==> config.mk <==
export PLATFORM = sky130hd
export DESIGN_NAME = aux_xbuf
export DESIGN_NICKNAME = d
export VERILOG_FILES = /design/src/rtl/aux_xbuf_pkg.sv /design/src/rtl/aux_xbuf_ram.sv /design/src/rtl/aux_xbuf_seq.sv /design/src/rtl/aux_xbuf.sv
export SDC_FILE = /design/constraint.sdc
export NUM_CORES = 1
export LEC_CHECK = 0
export ABC_AREA = 1
export CORE_MARGIN = 5
export CORE_UTILIZATION = 65
export CTS_BUF_LIST = sky130_fd_sc_hd__clkbuf_8
export DETAILED_ROUTE_END_ITERATION = 10
export GPL_ROUTABILITY_DRIVEN = 1
export GPL_TIMING_DRIVEN = 1
export HOLD_SLACK_MARGIN = 0.02
export PLACE_DENSITY = 0.95
export SETUP_SLACK_MARGIN = 0.2
export SLEW_MARGIN = 10
export SYNTH_ARGS = -nofsm -noshare
export SYNTH_HDL_FRONTEND = slang
export SYNTH_SLANG_ARGS = --single-unit
==> constraint.sdc <==
create_clock -name clk -period 4.2 [get_ports clk]
set_clock_uncertainty 0.05 [all_clocks]
set_input_delay 0.84 -clock clk [delete_from_list [all_inputs] [get_ports clk]]
set_output_delay 0.84 -clock clk [all_outputs]
set_load 0.01 [all_outputs]
==> src/rtl/aux_xbuf_pkg.sv <==
package aux_xbuf_pkg;

  typedef enum logic [1:0] {
    ST_IDLE = 2'd0,
    ST_SEND = 2'd1,
    ST_WAIT = 2'd2,
    ST_RECV = 2'd3
  } xstate_t;

  // register map
  localparam logic [1:0] RA_CTRL = 2'd0;
  localparam logic [1:0] RA_DATA = 2'd1;
  localparam logic [1:0] RA_STAT = 2'd2;
  localparam logic [1:0] RA_ACK  = 2'd3;

  // control / data-port bit positions
  localparam int GO_BIT      = 8;
  localparam int TMO_LSB     = 16;
  localparam int RD_MODE_BIT = 30;
  localparam int PTR_RST_BIT = 31;
  localparam int ACK_BIT     = 0;

  // status word layout
  localparam int SB_DONE = 0;
  localparam int SB_BUSY = 1;
  localparam int SB_TMO  = 2;
  localparam int SB_OVF  = 3;
  localparam int SB_LERR = 4;
  localparam int SB_RCNT = 24;

endpackage

==> src/rtl/aux_xbuf_ram.sv <==
// Byte store with one write port and one registered read port.
module aux_xbuf_ram #(
  parameter int DEPTH = 20,
  parameter int AW    = $clog2(DEPTH)
) (
  input  logic          clk,
  input  logic          we,
  input  logic [AW-1:0] waddr,
  input  logic [7:0]    wdata,
  input  logic [AW-1:0] raddr,
  output logic [7:0]    rdata
);
  localparam logic [AW-1:0] LAST = AW'(DEPTH - 1);

  logic [7:0] mem [DEPTH];

  always_ff @(posedge clk) begin
    if (we) mem[waddr] <= wdata;
    rdata <= (raddr <= LAST) ? mem[raddr] : 8'h00;
  end
endmodule

==> src/rtl/aux_xbuf_seq.sv <==
// Transaction sequencer: send phase, reply wait with timeout, reply capture.
module aux_xbuf_seq
  import aux_xbuf_pkg::*;
#(
  parameter int RX_DEPTH = 17,
  parameter int CNT_W    = 5,
  parameter int RCNT_W   = 5,
  parameter int TMO_W    = 16,
  parameter int LERR_W   = 5
) (
  input  logic              clk,
  input  logic              rst,
  input  logic              start,
  input  logic [CNT_W-1:0]  req_cnt,
  input  logic [TMO_W-1:0]  tmo_limit,
  input  logic              rx_valid,
  input  logic              rx_end,
  input  logic [LERR_W-1:0] rx_err,
  input  logic              done_ack,
  output logic              busy,
  output logic [CNT_W-1:0]  tx_idx,
  output logic              tx_valid,
  output logic              tx_last,
  output logic              rx_we,
  output logic [RCNT_W-1:0] rx_waddr,
  output logic              done,
  output logic              tmo_flag,
  output logic              ovf_flag,
  output logic [LERR_W-1:0] lerr,
  output logic [RCNT_W-1:0] rcnt
);
  localparam logic [RCNT_W-1:0] RX_FULL = RCNT_W'(RX_DEPTH);

  xstate_t           state;
  logic [CNT_W-1:0]  cnt_q;
  logic [TMO_W-1:0]  tcnt;

  assign busy     = (state != ST_IDLE);
  assign rx_we    = rx_valid && ((state == ST_WAIT) ||
                                 ((state == ST_RECV) && (rcnt != RX_FULL)));
  assign rx_waddr = rcnt;

  always_ff @(posedge clk) begin
    if (rst) begin
      state    <= ST_IDLE;
      cnt_q    <= '0;
      tx_idx   <= '0;
      tcnt     <= '0;
      tx_valid <= 1'b0;
      tx_last  <= 1'b0;
      done     <= 1'b0;
      tmo_flag <= 1'b0;
      ovf_flag <= 1'b0;
      lerr     <= '0;
      rcnt     <= '0;
    end else begin
      tx_valid <= 1'b0;
      tx_last  <= 1'b0;
      if (done_ack) done <= 1'b0;
      unique case (state)
        ST_IDLE: begin
          if (start) begin
            state    <= ST_SEND;
            cnt_q    <= req_cnt;
            tx_idx   <= '0;
            done     <= 1'b0;
            tmo_flag <= 1'b0;
            ovf_flag <= 1'b0;
            lerr     <= '0;
            rcnt     <= '0;
          end
        end
        ST_SEND: begin
          tx_valid <= 1'b1;
          tx_idx   <= tx_idx + 1'b1;
          if (tx_idx == cnt_q - 1'b1) begin
            tx_last <= 1'b1;
            tcnt    <= '0;
            state   <= ST_WAIT;
          end
        end
        ST_WAIT: begin
          lerr <= lerr | rx_err;
          if (rx_valid) begin
            rcnt <= RCNT_W'(1);
            if (rx_end) begin
              done  <= 1'b1;
              state <= ST_IDLE;
            end else begin
              state <= ST_RECV;
            end
          end else if (tcnt == tmo_limit) begin
            done     <= 1'b1;
            tmo_flag <= 1'b1;
            state    <= ST_IDLE;
          end else begin
            tcnt <= tcnt + 1'b1;
          end
        end
        ST_RECV: begin
          lerr <= lerr | rx_err;
          if (rx_valid) begin
            if (rcnt == RX_FULL) ovf_flag <= 1'b1;
            else                 rcnt     <= rcnt + 1'b1;
            if (rx_end) begin
              done  <= 1'b1;
              state <= ST_IDLE;
            end
          end
        end
        default: state <= ST_IDLE;
      endcase
    end
  end
endmodule

==> src/rtl/aux_xbuf.sv <==
// AUX request/reply buffer: host register port, staging stores, sequencer.
module aux_xbuf
  import aux_xbuf_pkg::*;
#(
  parameter int TX_DEPTH = 20,
  parameter int RX_DEPTH = 17,
  parameter int TMO_W    = 16,
  parameter int LERR_W   = 5
) (
  input  logic              clk,
  input  logic              rst,
  input  logic              reg_wr,
  input  logic              reg_rd,
  input  logic [1:0]        reg_addr,
  input  logic [31:0]       reg_wdata,
  output logic [31:0]       reg_rdata,
  output logic              tx_valid,
  output logic [7:0]        tx_byte,
  output logic              tx_last,
  input  logic              rx_valid,
  input  logic [7:0]        rx_byte,
  input  logic              rx_end,
  input  logic [LERR_W-1:0] rx_err
);
  localparam int CNT_W  = $clog2(TX_DEPTH + 1);
  localparam int TAW    = $clog2(TX_DEPTH);
  localparam int RCNT_W = $clog2(RX_DEPTH + 1);
  localparam int RAW    = $clog2(RX_DEPTH);

  logic              busy, done, tmo_flag, ovf_flag, rx_we;
  logic [CNT_W-1:0]  tx_idx;
  logic [RCNT_W-1:0] rcnt, rx_waddr;
  logic [LERR_W-1:0] lerr;

  logic [CNT_W-1:0]  tx_wptr, cnt_q, wr_slot, req_cnt;
  logic [TMO_W-1:0]  tmo_q;
  logic [RCNT_W-1:0] rx_rptr;
  logic [1:0]        rd_sel_q;
  logic [31:0]       rd_snap_q, status_w, ctrl_w;
  logic [7:0]        rx_q;
  logic              wr_ctrl, wr_data, rd_data, done_ack, start, cnt_ok, slot_ok, tx_we;
  logic              unused_wdata;

  assign unused_wdata = ^reg_wdata;

  assign wr_ctrl  = reg_wr && (reg_addr == RA_CTRL);
  assign wr_data  = reg_wr && (reg_addr == RA_DATA);
  assign rd_data  = reg_rd && (reg_addr == RA_DATA);
  assign done_ack = reg_wr && (reg_addr == RA_ACK) && reg_wdata[ACK_BIT];

  assign req_cnt  = reg_wdata[CNT_W-1:0];
  assign cnt_ok   = (req_cnt != '0) && (req_cnt <= CNT_W'(TX_DEPTH));
  assign start    = wr_ctrl && reg_wdata[GO_BIT] && !busy && cnt_ok;

  assign wr_slot  = reg_wdata[PTR_RST_BIT] ? '0 : tx_wptr;
  assign slot_ok  = wr_slot < CNT_W'(TX_DEPTH);
  assign tx_we    = wr_data && !reg_wdata[RD_MODE_BIT] && slot_ok;

  always_comb begin
    status_w                    = '0;
    status_w[SB_DONE]           = done;
    status_w[SB_BUSY]           = busy;
    status_w[SB_TMO]            = tmo_flag;
    status_w[SB_OVF]            = ovf_flag;
    status_w[SB_LERR +: LERR_W] = lerr;
    status_w[SB_RCNT +: RCNT_W] = rcnt;
    ctrl_w                      = '0;
    ctrl_w[CNT_W-1:0]           = cnt_q;
    ctrl_w[TMO_LSB +: TMO_W]    = tmo_q;
  end

  always_ff @(posedge clk) begin
    if (rst) begin
      tx_wptr   <= '0;
      cnt_q     <= '0;
      tmo_q     <= '0;
      rx_rptr   <= '0;
      rd_sel_q  <= RA_STAT;
      rd_snap_q <= '0;
    end else begin
      if (tx_we) tx_wptr <= wr_slot + 1'b1;
      if (wr_data && reg_wdata[RD_MODE_BIT]) rx_rptr <= '0;
      else if (rd_data)                      rx_rptr <= rx_rptr + 1'b1;
      if (wr_ctrl && !busy) begin
        cnt_q <= req_cnt;
        tmo_q <= reg_wdata[TMO_LSB +: TMO_W];
      end
      if (reg_rd) begin
        rd_sel_q  <= reg_addr;
        rd_snap_q <= (reg_addr == RA_CTRL) ? ctrl_w : status_w;
      end
    end
  end

  assign reg_rdata = (rd_sel_q == RA_DATA) ? {16'h0000, rx_q, 8'h00} : rd_snap_q;

  aux_xbuf_ram #(.DEPTH(TX_DEPTH), .AW(TAW)) tx_ram_i (
    .clk  (clk),
    .we   (tx_we),
    .waddr(wr_slot[TAW-1:0]),
    .wdata(reg_wdata[7:0]),
    .raddr(tx_idx[TAW-1:0]),
    .rdata(tx_byte)
  );

  aux_xbuf_ram #(.DEPTH(RX_DEPTH), .AW(RAW)) rx_ram_i (
    .clk  (clk),
    .we   (rx_we),
    .waddr(rx_waddr[RAW-1:0]),
    .wdata(rx_byte),
    .raddr(rx_rptr[RAW-1:0]),
    .rdata(rx_q)
  );

  aux_xbuf_seq #(
    .RX_DEPTH(RX_DEPTH), .CNT_W(CNT_W), .RCNT_W(RCNT_W),
    .TMO_W(TMO_W), .LERR_W(LERR_W)
  ) seq_i (
    .clk      (clk),
    .rst      (rst),
    .start    (start),
    .req_cnt  (req_cnt),
    .tmo_limit(tmo_q),
    .rx_valid (rx_valid),
    .rx_end   (rx_end),
    .rx_err   (rx_err),
    .done_ack (done_ack),
    .busy     (busy),
    .tx_idx   (tx_idx),
    .tx_valid (tx_valid),
    .tx_last  (tx_last),
    .rx_we    (rx_we),
    .rx_waddr (rx_waddr),
    .done     (done),
    .tmo_flag (tmo_flag),
    .ovf_flag (ovf_flag),
    .lerr     (lerr),
    .rcnt     (rcnt)
  );
endmodule

==> flow_summary.ini <==
[critical_path]
worst_setup_path_end_kind = output pin
slowest_stage = clkdlybuf4s50_1
start_kind = flip-flop
worst_path_largest_cell_delay_ns = 0.58
cp_max_fo = 13
crit_cells = 5
critPathTopFamily = buffers and inverters
crit_buf_inv = 3
worstPathArrival_ns = 2.58
crit_top_cell = inv_1
cp.required_ns = 3.31
reg2regPathDepth = 11
path_class = flip-flop to output pin
crit_chain = inv_1 > nor2_2 > inv_1 > nor2_1 > clkdlybuf4s50_1

[floorplanning]
design.portCount = 95
rows = 59
core_region_area_sq_um = 26060
start_util_pct = 65.95
dieWidth_um = 172.6
dieArea_sq_um = 29790
die_height_um = 172.6

[finish]
finish.cell_count_without_fillers = 2167
drive_gt1_share_pct = 6.386
multi_input_area_sq_um = 5072
area_delta_synth_final_pct = 13.39
fin_nets = 1846
regArea_sq_um = 11230
diodes = 0
fillers = 1515

[global_route]
use_met2_pct = 47.24
grtUsageMet3_pct = 5.633
top_usage_layer = met2
grt_use_met1_pct = 37.07
grt_start_max_net_pins = 87
grt_pass1_wl_um = 69610
grt_antenna_before_repair = 0
grt_use_total_pct = 28.67
grt.overflow.total = 0
grt_pass1_vias = 13410

[sta]
relSlewSlack_pct = 31.94
fin_setup_tns_ns = 0
whs_ns = 0.4103
tightest_slew_ns = 1.020
fmaxAchievable_mhz = 288.0
hold_viol_final = 0
rsz0062_at_grt = false
period_needed_ns = 3.472
setup_viol = 0
post-route-period-util_pct = 82.66
drv_slew = 0

[logic_synthesis]
synth_edf_count = 296
syn_area_sq_um = 17190
yosys_register_bits = 413
yosysSeqAreaShare_pct = 65.35
async_reset_ff_share_pct = 0
synth-simple-area-share_pct = 13.88
ys_warn_count = 0
synth_compound_area_share_pct = 14.02
syn_area_per_cell_sq_um = 10.13
synth_ff_type = edfxtp_1
synth_area_leaders = edfxtp_1 (52%), dfxtp_1 (14%), nor2_1 (6.7%), o21ai_0 (6.5%), nand2_1 (4.5%)
synth_top_cell_area_share_pct = 51.72
synth_top_family_by_area = compound AO/OA/AOI/OAI gates
synth_cell_types = 36
muxShareOfSynthArea_pct = 0
synth-xor-area-share_pct = 0.6625
synthCells = 1697
syn-num-nets = 1763
synth_adder_area_share_pct = 0.9465
synth_top_cell_by_area = edfxtp_1

[placed_design]
place_congestion = 0.9548
placedCellCount = 2052
port_buffers = 87
hpwlAfterDp_um = 27430

[detailed_routing]
wl_um = 44480
drtIter0Drc = 2079
ant_nets = 0
viasPerCell = 6.301
drc = 0
num_vias = 13660
routedWlPerCell_um = 20.53
drt_first_pass_iters = 6

[clocking]
cts_resized = 0
post_cts_buffers = 0
ctsHtreeMaxLevel = 2
cts_hold_buf = 0
clk_path_buf_depth = 3
cts-root-buf = clkbuf_8
worstSkewPairLatency_ns = 0.63
cts_made_buffers = 61
cts.sinks = 413
path_clk_slew_ns = 0.06
cts_tree = yes

[pwr]
power.density_nw_per_um2 = 461.5
leakagePower_nw = 6.946
peakVddDrop_v = 0.0003714

[job]
maxCapViolCount = 0

[min_path]
hp-class = flip-flop to flip-flop
hold_depth = 2

[status]
status = complete, no violations
-- per-stage QoR --
stage	cell area, sq um	setup WS, ns	total power [W]	util [%]
after global routing	19490	0.5893	0.009294	74.78
after global placement	18270	0.7588	0.005733	70.12
after CTS	19490	0.7693	0.008947	74.78
after detailed placement	18270	0.6193	0.005801	70.12
final	19490	0.7282	0.008992	74.78
after floorplan	17190	1.624	0.005362	-
-- per-layer routing --
metal | vias up | share of wire [%] | routed length [um]
met5 | - | 0 | 0
met4 | 0 | 4.9 | 2195
met3 | 202 | 12 | 5211
met2 | 1113 | 48 | 21180
met1 | 6282 | 36 | 15900
li1 | 6058 | - | -
-- Yosys cell counts, drive strengths merged (2+ instances only) --
cell      n
a211oi   14
o21ai   226
ha       13
o22ai    51
nand4     5
dfxtp   117
clkbuf   69
o31ai     2
a31oi     8
edfxtp  296
xor2     13
nand3    51
nand3b    2
o221ai   10
buf      17
nor3     14
a21oi    96
o211ai   20
inv     142
a41oi     7
nor2    309
nand2   210
nor3b     2
-- path summary, 6_finish.rpt --
kind	startpoint	end	slack (ns)
worst max-delay path	rd_sel_q[0]$_SDFFE_PP0P_	reg_rdata[14]	0.73
worst min-delay path	seq_i.lerr[4]$_SDFFE_PP0P_	rd_snap_q[8]$_SDFFE_PP0P_	0.41
worst max register to register	seq_i.tx_idx[4]$_SDFFE_PP0P_	seq_i.tcnt[0]$_SDFFE_PP0P_	1.46
worst min register to register	seq_i.lerr[4]$_SDFFE_PP0P_	rd_snap_q[8]$_SDFFE_PP0P_	0.41
-- cell type report --
type,instances,share of cell area (%)
Clock buffer,68,4.803
Tap cell,335,2.151
Clock inverter,47,1.432
Inverter,142,2.735
Sequential cell,413,57.65
Timing Repair Buffer,106,5.201
Multi-Input combinational cell,1056,26.03
-- registers in the layout (all words and copies together), names as in the netlist, 2 cells and up --
name,count
tmo_q,16
rd_snap_q,25
rx_rptr,5
seq_i.state,2
tx_ram_i.rdata,8
tx_ram_i.mem,160
seq_i.lerr,5
rx_ram_i.mem,136
rx_ram_i.rdata,8
tx_wptr,5
seq_i.tcnt,16
seq_i.rcnt,5
seq_i.tx_idx,5
rd_sel_q,2
seq_i.cnt_q,5
cnt_q,5
-- layout by cell type (no fill, tap or decap), types with 2 or more instances in the layout --
master           instances
dfxtp_1                115
clkdlybuf4s50_1         87
clkinv_2                 9
edfxtp_1               296
nor3_1                  12
bufinv_16                3
dfxtp_2                  2
nor3_2                   2
nor2_1                 306
nand2_1                207
nand3_1                 50
a41oi_1                  7
clkbuf_8                68
inv_1                  160
inv_2                    3
xor2_1                  13
o21ai_1                  2
nand4_1                  5
buf_4                   19
o22ai_1                 51
nor2_2                   3
o211ai_1                20
nand3b_1                 2
o31ai_1                  2
a211oi_1                14
clkinv_1                12
nand2_2                  2
o21ai_0                224
a31oi_1                  8
o221ai_1                10
a21oi_1                 96
ha_1                    13
-- logic make-up after synthesis --
family / Yosys count
XOR/XNOR: 13
flip-flops: 413
buffers and inverters: 228
adder cells (fa/ha/maj): 13
AO/OA/AOI/OAI: 435
AND/OR/NAND/NOR: 595
-- power by group --
| group | switching, W | leakage (nW) | internal, W | total (W) |
|---|---|---|---|---|
| registers | 0.0000883 | 3.62 | 0.00450 | 0.00458 |
| clock network | 0.00153 | 0.708 | 0.00167 | 0.00321 |
| logic | 0.000821 | 2.62 | 0.000381 | 0.00120 |
-- worst register-to-register path: stages (launching register included) --
cell and delay, ns:
dfxtp_1 0.65, inv_1 0.40, nand2_1 0.17, nand2_1 0.07
nand2_1 0.08, nand2_1 0.06, nor2_2 0.14, nand3_2 0.35
nand2_4 0.37, inv_1 0.10, a21oi_1 0.13, nor2_1 0.05
Note: power is estimated with default switching activity, not from simulation.
